**config.mk**
```make
export PLATFORM = sky130hd
export DESIGN_NAME = xde_engine
export DESIGN_NICKNAME = d
export VERILOG_FILES = /design/src/rtl/xde_pkg.sv /design/src/rtl/xde_addr_unit.sv /design/src/rtl/xde_count_unit.sv /design/src/rtl/xde_engine.sv
export SDC_FILE = /design/constraint.sdc
export NUM_CORES = 1
export LEC_CHECK = 0
export ABC_CLOCK_PERIOD_IN_PS = 6800
export BUFFER_PORTS_ARGS = -buffer_cell sky130_fd_sc_hd__buf_4
export CAP_MARGIN = 10
export CORE_UTILIZATION = 23
export DETAILED_ROUTE_END_ITERATION = 10
export REMOVE_ABC_BUFFERS = 1
export SLEW_MARGIN = 20
export SYNTH_ARGS = -nofsm -noshare
export SYNTH_HDL_FRONTEND = slang
export SYNTH_SLANG_ARGS = --single-unit
```
**constraint.sdc**
```tcl
create_clock -name clk -period 6.8 [get_ports clk]
set_input_delay 1.02 -clock clk [delete_from_list [all_inputs] [get_ports clk]]
set_output_delay 1.02 -clock clk [all_outputs]
set_load 0.01 [all_outputs]
```
**src/rtl/xde_pkg.sv**
```systemverilog
package xde_pkg;
    localparam int CTL_W      = 11;
    localparam int F_SIZE_LO  = 0;
    localparam int F_SSTEP_LO = 2;
    localparam int F_DSTEP_LO = 4;
    localparam int F_MODE_LO  = 6;
    localparam int F_WRAPSRC  = 8;
    localparam int F_LINK     = 9;
    localparam int F_LINKZ    = 10;

    localparam logic [1:0] MODE_SINGLE = 2'd0;
    localparam logic [1:0] MODE_CYCLIC = 2'd1;
    localparam logic [1:0] MODE_BLOCK  = 2'd2;

    localparam logic [1:0] STEP_FIXED = 2'd0;
    localparam logic [1:0] STEP_INC   = 2'd1;
    localparam logic [1:0] STEP_DEC   = 2'd2;

    typedef enum logic [2:0] {
        ST_IDLE,
        ST_FETCH,
        ST_READ,
        ST_WRITE,
        ST_WBACK
    } xde_state_e;

    function automatic logic [1:0] eff_size(input logic [1:0] s);
        return (s == 2'd3) ? 2'd2 : s;
    endfunction
endpackage

```
**src/rtl/xde_addr_unit.sv**
```systemverilog
module xde_addr_unit import xde_pkg::*; #(
    parameter int ADDR_W = 32,
    parameter int RCNT_W = 9
) (
    input  logic [ADDR_W-1:0] addr_i,
    input  logic [1:0]        step_i,
    input  logic [1:0]        size_i,
    input  logic              wrap_i,
    input  logic [RCNT_W-1:0] rcnt_i,
    output logic [ADDR_W-1:0] addr_o
);
    logic [ADDR_W-1:0] delta;
    logic [ADDR_W-1:0] span;

    always_comb begin
        delta = ADDR_W'(1) << eff_size(size_i);
        span  = ADDR_W'(rcnt_i) << eff_size(size_i);
        unique case (step_i)
            STEP_INC: addr_o = wrap_i ? (addr_i + delta - span) : (addr_i + delta);
            STEP_DEC: addr_o = wrap_i ? (addr_i - delta + span) : (addr_i - delta);
            default:  addr_o = addr_i;
        endcase
    end
endmodule

```
**src/rtl/xde_count_unit.sv**
```systemverilog
module xde_count_unit import xde_pkg::*; #(
    parameter int CNT_W = 16
) (
    input  logic [1:0]         mode_i,
    input  logic [CNT_W-1:0]   cnt_a_i,
    input  logic [CNT_W-1:0]   cnt_b_i,
    input  logic [CNT_W/2:0]   blk_i,
    output logic [CNT_W-1:0]   cnt_a_o,
    output logic [CNT_W-1:0]   cnt_b_o,
    output logic [CNT_W/2:0]   blk_o,
    output logic [CNT_W/2:0]   rcnt_o,
    output logic               wrap_o,
    output logic               zero_o,
    output logic               last_o
);
    localparam int HALF = CNT_W / 2;

    logic [HALF-1:0] hi;
    logic [HALF-1:0] lo_n;

    always_comb begin
        hi      = cnt_a_i[CNT_W-1:HALF];
        lo_n    = cnt_a_i[HALF-1:0] - 1'b1;
        rcnt_o  = (hi == '0) ? {1'b1, {HALF{1'b0}}} : {1'b0, hi};
        cnt_a_o = cnt_a_i;
        cnt_b_o = cnt_b_i;
        blk_o   = blk_i;
        wrap_o  = 1'b0;
        zero_o  = 1'b0;
        last_o  = 1'b1;
        unique case (mode_i)
            MODE_CYCLIC: begin
                if (lo_n == '0) begin
                    cnt_a_o = {hi, hi};
                    wrap_o  = 1'b1;
                    zero_o  = 1'b1;
                end else begin
                    cnt_a_o = {hi, lo_n};
                end
            end
            MODE_BLOCK: begin
                blk_o = blk_i - 1'b1;
                if (blk_o == '0) begin
                    wrap_o  = 1'b1;
                    cnt_b_o = cnt_b_i - 1'b1;
                    zero_o  = (cnt_b_o == '0);
                    blk_o   = rcnt_o;
                end else begin
                    last_o = 1'b0;
                end
            end
            default: begin
                cnt_a_o = cnt_a_i - 1'b1;
                zero_o  = (cnt_a_o == '0);
            end
        endcase
    end
endmodule

```
**src/rtl/xde_engine.sv**
```systemverilog
module xde_engine import xde_pkg::*; #(
    parameter int ADDR_W     = 32,
    parameter int CNT_W      = 16,
    parameter int DESC_BYTES = 16
) (
    input  logic              clk,
    input  logic              rst_n,
    input  logic              start,
    input  logic [ADDR_W-1:0] start_ptr,
    output logic              busy,
    output logic              mem_req,
    output logic              mem_we,
    output logic [1:0]        mem_size,
    output logic [ADDR_W-1:0] mem_addr,
    output logic [31:0]       mem_wdata,
    input  logic [31:0]       mem_rdata,
    input  logic              mem_ack
);
    localparam int HALF = CNT_W / 2;
    localparam int BW   = HALF + 1;

    typedef struct packed {
        xde_state_e        st;
        logic [ADDR_W-1:0] ptr;
        logic [1:0]        idx;
        logic [CTL_W-1:0]  ctl;
        logic [ADDR_W-1:0] sar;
        logic [ADDR_W-1:0] dar;
        logic [CNT_W-1:0]  cnt_a;
        logic [CNT_W-1:0]  cnt_b;
        logic [31:0]       data;
        logic [BW-1:0]     blk;
        logic              hit0;
    } eng_t;

    eng_t q, d;

    logic [1:0]        c_size, c_mode, c_sstep, c_dstep;
    logic              c_wrapsrc, link_take;
    logic [CNT_W-1:0]  u_cnt_a, u_cnt_b;
    logic [BW-1:0]     u_blk, u_rcnt;
    logic              u_wrap, u_zero, u_last;
    logic [ADDR_W-1:0] u_sar, u_dar;

    assign c_size    = eff_size(q.ctl[F_SIZE_LO +: 2]);
    assign c_mode    = q.ctl[F_MODE_LO +: 2];
    assign c_sstep   = q.ctl[F_SSTEP_LO +: 2];
    assign c_dstep   = q.ctl[F_DSTEP_LO +: 2];
    assign c_wrapsrc = q.ctl[F_WRAPSRC];
    assign link_take = q.ctl[F_LINK] && (!q.ctl[F_LINKZ] || q.hit0);

    xde_count_unit #(.CNT_W(CNT_W)) u_cnt (
        .mode_i  (c_mode),
        .cnt_a_i (q.cnt_a),
        .cnt_b_i (q.cnt_b),
        .blk_i   (q.blk),
        .cnt_a_o (u_cnt_a),
        .cnt_b_o (u_cnt_b),
        .blk_o   (u_blk),
        .rcnt_o  (u_rcnt),
        .wrap_o  (u_wrap),
        .zero_o  (u_zero),
        .last_o  (u_last)
    );

    for (genvar g = 0; g < 2; g++) begin : g_side
        logic [ADDR_W-1:0] a_in, a_out;
        logic [1:0]        stp;
        logic              wr;
        assign a_in = (g == 0) ? q.sar : q.dar;
        assign stp  = (g == 0) ? c_sstep : c_dstep;
        assign wr   = u_wrap && ((g == 0) ? c_wrapsrc : !c_wrapsrc);
        xde_addr_unit #(.ADDR_W(ADDR_W), .RCNT_W(BW)) u_addr (
            .addr_i (a_in),
            .step_i (stp),
            .size_i (c_size),
            .wrap_i (wr),
            .rcnt_i (u_rcnt),
            .addr_o (a_out)
        );
    end

    assign u_sar = g_side[0].a_out;
    assign u_dar = g_side[1].a_out;

    always_comb begin
        d         = q;
        mem_req   = (q.st != ST_IDLE);
        mem_we    = 1'b0;
        mem_size  = 2'd2;
        mem_addr  = q.ptr + (ADDR_W'(q.idx) << 2);
        mem_wdata = q.data;

        unique case (q.st)
            ST_IDLE: begin
                if (start) begin
                    d.ptr = start_ptr;
                    d.idx = '0;
                    d.st  = ST_FETCH;
                end
            end
            ST_FETCH: begin
                if (mem_ack) begin
                    d.idx = q.idx + 1'b1;
                    unique case (q.idx)
                        2'd0: d.ctl = mem_rdata[CTL_W-1:0];
                        2'd1: d.sar = mem_rdata[ADDR_W-1:0];
                        2'd2: d.dar = mem_rdata[ADDR_W-1:0];
                        default: begin
                            d.cnt_a = mem_rdata[CNT_W-1:0];
                            d.cnt_b = mem_rdata[2*CNT_W-1:CNT_W];
                            d.blk   = (mem_rdata[CNT_W-1:HALF] == '0) ?
                                      {1'b1, {HALF{1'b0}}} :
                                      {1'b0, mem_rdata[CNT_W-1:HALF]};
                            d.hit0  = 1'b0;
                            d.st    = ST_READ;
                        end
                    endcase
                end
            end
            ST_READ: begin
                mem_size = c_size;
                mem_addr = q.sar;
                if (mem_ack) begin
                    d.data = mem_rdata;
                    d.st   = ST_WRITE;
                end
            end
            ST_WRITE: begin
                mem_we   = 1'b1;
                mem_size = c_size;
                mem_addr = q.dar;
                if (mem_ack) begin
                    d.sar   = u_sar;
                    d.dar   = u_dar;
                    d.cnt_a = u_cnt_a;
                    d.cnt_b = u_cnt_b;
                    d.blk   = u_blk;
                    if (u_last) begin
                        d.hit0 = u_zero;
                        d.idx  = '0;
                        d.st   = ST_WBACK;
                    end else begin
                        d.st = ST_READ;
                    end
                end
            end
            ST_WBACK: begin
                mem_we   = 1'b1;
                mem_addr = q.ptr + (ADDR_W'(q.idx) << 2) + ADDR_W'(4);
                unique case (q.idx)
                    2'd0:    mem_wdata = 32'(q.sar);
                    2'd1:    mem_wdata = 32'(q.dar);
                    default: mem_wdata = {q.cnt_b, q.cnt_a};
                endcase
                if (mem_ack) begin
                    d.idx = q.idx + 1'b1;
                    if (q.idx == 2'd2) begin
                        d.idx = '0;
                        if (link_take) begin
                            d.ptr = q.ptr + ADDR_W'(DESC_BYTES);
                            d.st  = ST_FETCH;
                        end else begin
                            d.st = ST_IDLE;
                        end
                    end
                end
            end
            default: d.st = ST_IDLE;
        endcase
    end

    always_ff @(posedge clk) begin
        if (!rst_n) begin
            q <= '0;
        end else begin
            q <= d;
        end
    end

    assign busy = (q.st != ST_IDLE);
endmodule

```
==> results of run 1 <==
[final timing paths]
| path | end | from |
|---|---|---|
| worst max-delay path | mem_addr[24] | q[149] |
| worst max register to register | g_side[1].a_in[26] | q[138] |
| worst min-delay path | q[20] | q[20] |
| worst min register to register | q[20] | q[20] |
[power by group through the flow]
stage / sequential, mW / clock, mW / combinational (mW)
2_1_floorplan: 1.20 / 0 / 1.05
3_3_place_gp: 1.22 / 0 / 1.49
3_5_place_dp: 1.22 / 0 / 1.50
4_1_cts: 1.19 / 1.12 / 1.51
5_1_grt: 1.20 / 1.15 / 1.67
6_report: 1.20 / 1.10 / 1.55
[flip-flops by register name, indices dropped and copies added (netlist names)]
name / flops
c_dstep: 2
c_mode: 2
c_sstep: 2
c_wrapsrc: 1
g_side.a_in: 64
q: 115
[through the flow]
stage,power [mW],setup WS [ns]
after detailed placement,2.719,0.7623
after global placement,2.711,0.7820
after global routing,4.029,0.06970
after floorplan,2.255,1.337
after CTS,3.825,0.5822
final,3.840,0.6071
[area by class of cell]
class / instances / share of cell area
clock inverters: 14 / 0.007197
clock buffers: 18 / 0.01831
flip-flops and latches: 186 / 0.1553
well taps: 1243 / 0.06483
multi-input cells: 2619 / 0.6867
inverters: 70 / 0.01106
repair buffers: 181 / 0.05664
[kinds of logic (layout without fill, tap and decap cells)]
logic type	after synthesis	count (layout)
and+or+nand+nor	1297	1297
muxes	70	70
other	2	8
adders and majority gates	93	93
xor gates and xnor gates	247	247
DFF	186	186
buffers and inverters	327	283
AOI/OAI and AO/OA	904	904
[layer usage]
layer,GRT usage,routed length (um),vias up
li1,-,-,11304
met3,0.03060,7554,220
met1,0.2473,38120,11435
met4,0.09800,5011,2
met2,0.3050,41520,1184
met5,0,7,-
[placed cells by master, fill, tap and decap left out, types with 38 or more instances in the layout]
master / instances
buf_4: 181
nor2_1: 319
and3_1: 38
ha_1: 82
o21ai_0: 203
mux2i_1: 60
nor3_1: 109
dfxtp_1: 185
xor2_1: 104
a31oi_1: 83
a21oi_1: 234
nand3_1: 98
nor4_1: 39
a211oi_1: 59
nand4_1: 50
inv_1: 69
nand2_1: 406
xnor2_1: 140
a22oi_1: 56
[tightest hold or removal path, delay by kind of cell (launching register included)]
kind	cells	cell delay [ns]
AOI/OAI and AO/OA	1	0.05
DFF	1	0.32
and+or+nand+nor	1	0.05
==> impl_metrics.toml, run 1 <==
[timing]
report.final.slew_viol_count = 0
rsz0062_at_grt = "no"
tightestPinTransition_ns = 1.257
timing.fmax_mhz = 161.5
fin_hold_ws_ns = 0.4592
relSlewSlack = 0.1406
fin_skew_ns = 0.02181
finalCritPeriodShare = 0.9107
min_period_ns = 6.193
setup_viol = 0
hold_viol_final = 0
tns_ns = 0

[synthesis]
synthSimpleGateAreaFrac = 0.2979
synth_area_per_cell_um2 = 6.843
seq_area_frac_synth = 0.1741
synth_area_um2 = 21390
synth_xor_area_frac = 0.1025
ys_async_sr_fraction = 0
synth_top_family_by_area = "simple AND/OR/NAND/NOR gates"
synth.most_common_cell = "nand2_1"
synth_flop_cell = "dfxtp_1"
postSynthCellCount = 3126
synth_commonest_cells = "nand2_1, nor2_1, a21oi_1"
synth.distinct_cells = 105
synth_compound_area_frac = 0.2720
synth_mux_area_frac = 0.03597
yosys_warnings = 0
synth_area_leaders = "dfxtp_1, nand2_1, xnor2_1"
synth_edf_count = 0
synth_fa_ha_area_frac = 0.05744
synth.ff_latch_count = 186
synth.top_cell.area_share = 0.1741
synth_top_area_cell = "dfxtp_1"

[floorplan]
dieArea_um2 = 94230
core_area_um2 = 91940
initial_core_util = 0.2327
rows = 111
fp.dieH_um = 307.0
pin_count = 137
die_x_um = 307.0

[setup_path]
critPathLaunchType = "register"
r2r_cells = 19
slowest_stage = "or4_1"
cp-end-kind = "output port"
slowest_delay_ns = 0.65
cp_max_fo = 8
critPathBufInv = 1
critPathTopFamily = "simple AND/OR/NAND/NOR gates"
cp.depth = 12
cp.arrival_ns = 5.17
worst_ep_required_time_ns = 5.78
crit_chain = "ha_1, fa_1, nand3_1, nor2_1, xnor2_1, or4_1, nor4_1, nand2_1, nor3_1, mux2i_1, o21ai_0, buf_4"
r2r_slack_ns = 0.62
crit_type = "reg2out"

[pwr]
p_sw_mw = 1.638
power_frac_seq = 0.312
clkPwrFrac = 0.286
combinationalPowerShare = 0.402
p_int_mw = 2.202
irDropWorstVdd_uv = 116.7
p_sw_frac = 0.4265
p_leak_nw = 8.355
power_density_nw_per_um2 = 160.1

[layout]
utilization = 0.2609
fill_cells = 10316
syn_to_final_growth_pct = 12.15
fin_cells = 4331
seqCellArea_um2 = 3725
final_area_um2 = 23990
diodes = 0
multi_input_area_um2 = 16470
nNetsFinal = 3235
layout-drive-gt1-share = 0.09747

[clock_network]
cts_root_buf = "clkbuf_16"
cts_hold_buf = 0
clk_pin_slew_worst_paths_ns = 0.08
clk_latency_ns = 0.54
cts_buffer_depth = 2
cts_resized = 0
cts_made_buffers = 17
cts_setup_buffers = 0
clock-sinks = 186
cts_htree_levels = 4
cts_tree = "built"

[grt]
grt_pass1_vias = 21815
grt_max_degree = 85
antenna_found_initial = 1
overflow = 0
grt_pass1_wl_um = 138600
grt_usage = 0.1910

[detailed_routing]
drtIter0Drc = 2718
vias = 24145
first_pass_iters = 7
wl_per_cell_um = 21.29
ant_nets = 0
drt_wl_total_um = 92210
drc_errors = 0
viasPerCell = 5.575

[placed_design]
routabilityCongestion = 0.9909
placed_area_um2 = 23370
port_buffers = 136
hpwl_um = 69150
dp.cells = 4299

[run]
drv_cap = 0

[min_path]
hold_path_depth = 2
hold_path_class = "reg2reg"

[run_status]
status = "finished, final reports clean"
Note: power is estimated with default switching activity, not from simulation.
==> run 2: changes to the inputs <==
--- a/config.mk
+++ b/config.mk
@@ -8,8 +8,11 @@
 export ABC_CLOCK_PERIOD_IN_PS = 6800
 export BUFFER_PORTS_ARGS = -buffer_cell sky130_fd_sc_hd__buf_4
 export CAP_MARGIN = 10
+export CELL_PAD_IN_SITES_DETAIL_PLACEMENT = 0
+export CELL_PAD_IN_SITES_GLOBAL_PLACEMENT = 1
 export CORE_UTILIZATION = 23
 export DETAILED_ROUTE_END_ITERATION = 10
+export PLACE_DENSITY_LB_ADDON = 0.1
 export REMOVE_ABC_BUFFERS = 1
 export SLEW_MARGIN = 20
 export SYNTH_ARGS = -nofsm -noshare
==> run 2 against run 1 <==
Effect of this change: count of clock-buffer cells in the layout is 2 higher; maximum frequency up 1.2%; global-route usage increased by 3.8 points; die area stayed put; clock skew is 0.0024 ns lower; via count fell by 1.3%; sequential power about the same; combinational power up 3%; first-iteration DRC count down 36%; final area rose by 0.85%; non-clock buffer count is 26 higher; register-to-register slack improved by 0.24 ns; critical path type unchanged; largest cell class unchanged; largest power group unchanged.
==> impl_metrics.toml, run 2 (synthesis gave the netlist of run 1 again) <==
[grt]
antenna_found_initial = 1
use_met1 = 0.3216
grt_pass1_wl_um = 160800
overflow = 0
grt_pass1_vias = 23050
grt_max_degree = 75
busiest_layer = "met2"
grt_usage = 0.2295
use_met3 = 0.02626
grt_use_met2 = 0.3670

[floorplan]
pin_count = 137
core_area_um2 = 91940
die_x_um = 307.0
initial_core_util = 0.2327
dieArea_um2 = 94230
rows = 111
fp.dieH_um = 307.0

[run_status]
status = "finished, final reports clean"

[timing]
report.final.slew_viol_count = 0
fin_skew_ns = 0.01936
tns_ns = 0
hold_viol_final = 0
setup_viol = 0
relSlewSlack = 0.2423
rsz0062_at_grt = "no"
tightestPinTransition_ns = 1.134
min_period_ns = 6.122
fin_hold_ws_ns = 0.4577
timing.fmax_mhz = 163.3
finalCritPeriodShare = 0.9004

[layout]
nNetsFinal = 3261
top_register = "q"
syn_to_final_growth_pct = 13.10
final_common_cell = "nand2_1"
layout-drive-gt1-share = 0.1057
final_cell_mix = "nand2_1, nor2_1, a21oi_1"
largest_register_ff_count = 115

[clock_network]
cts_htree_levels = 4
cts_buffer_depth = 2
clock-sinks = 186
clk_latency_ns = 0.53
clk_pin_slew_worst_paths_ns = 0.08
cts_hold_buf = 0
cts_setup_buffers = 0
cts_root_buf = "clkbuf_16"
cts_resized = 0
cts_made_buffers = 17
cts_tree = "built"

[setup_path]
critPathLaunchType = "register"
r2r_cells = 20
cp.arrival_ns = 5.10
worst_ep_required_time_ns = 5.78
cp-end-kind = "output port"
crit_type = "reg2out"
r2r_slack_ns = 0.86
r2r-end = "g_side[1].a_in[26]"
r2r_start = "q[138]"
cp_max_fo = 8

[detailed_routing]
first_pass_iters = 7
ant_nets = 0
viasPerCell = 5.470
wl_per_cell_um = 25.15
drtIter0Drc = 1740
vias = 23840
drt_wl_total_um = 109600
drc_errors = 0

[min_path]
min-delay-start = "q[39]"
holdPathEnd = "q[39]"
hold_path_class = "reg2reg"
hold_path_depth = 2

[placed_design]
routabilityCongestion = 0.8864
port_buffers = 136
hpwl_um = 83370

[pwr]
irDropWorstVdd_uv = 170.9
power_density_nw_per_um2 = 162.6
p_leak_nw = 8.492

[run]
drv_cap = 0
run 2: final cells by class:
cell class | instances | area [um^2]
Inverter | 70 | 265.3
Tap cell | 1243 | 1555
Sequential cell | 186 | 3725
Clock buffer | 20 | 456.7
Clock inverter | 12 | 137.6
Fill cell | 10311 | 67750
Timing Repair Buffer | 207 | 1567
Multi-Input combinational cell | 2619 | 16490
Antenna cell | 1 | 2.502
run 2: metrics by stage:
step	worst slack (ns)	power, mW	utilization	instance area, um^2	std cells
floorplan	1.337	2.255	-	20400	2875
global placement	1.006	2.784	0.2566	23590	4325
detailed placement	0.9339	2.783	0.2566	23590	4325
CTS	0.5562	3.969	0.2631	24190	4357
global route	0.3620	4.156	0.2631	24190	4357
finish	0.6776	3.934	0.2632	24190	4358
run 2: critical path, cell delays in order (launching register included):
cell	delay, ns
dfxtp_1	0.46
ha_1	0.25
fa_1	0.19
buf_4	0.20
nand3_1	0.15
nor2_1	0.51
xnor2_1	0.22
or4_1	0.65
nor4_1	0.66
nand2_1	0.33
nor3_1	0.50
a31oi_1	0.14
o21ai_0	0.14
buf_4	0.18
run 2: worst max-delay path by stage:
stage	start	endpoint	cells after the start
CTS	q[149]	mem_addr[24]	13
global placement	q[138]	g_side[1].a_in[26]	20
finish	q[149]	mem_addr[26]	13
global route	q[138]	g_side[1].a_in[26]	20
detailed placement	q[138]	g_side[1].a_in[26]	20
floorplan	q[139]	g_side[1].a_in[14]	18
run 2: routing by layer:
layer,part of all wire,vias up
li1,-,11322
met1,0.48,11743
met2,0.45,679
met3,0.043,96
met4,0.024,0
met5,0,-
run 2: where the power goes:
part | switching (mW) | internal (mW) | leakage [nW]
clock network | 0.585 | 0.567 | 0.293
logic | 1.01 | 0.578 | 6.69
registers | 0.0756 | 1.12 | 1.51
total | 1.67 | 2.27 | 8.49
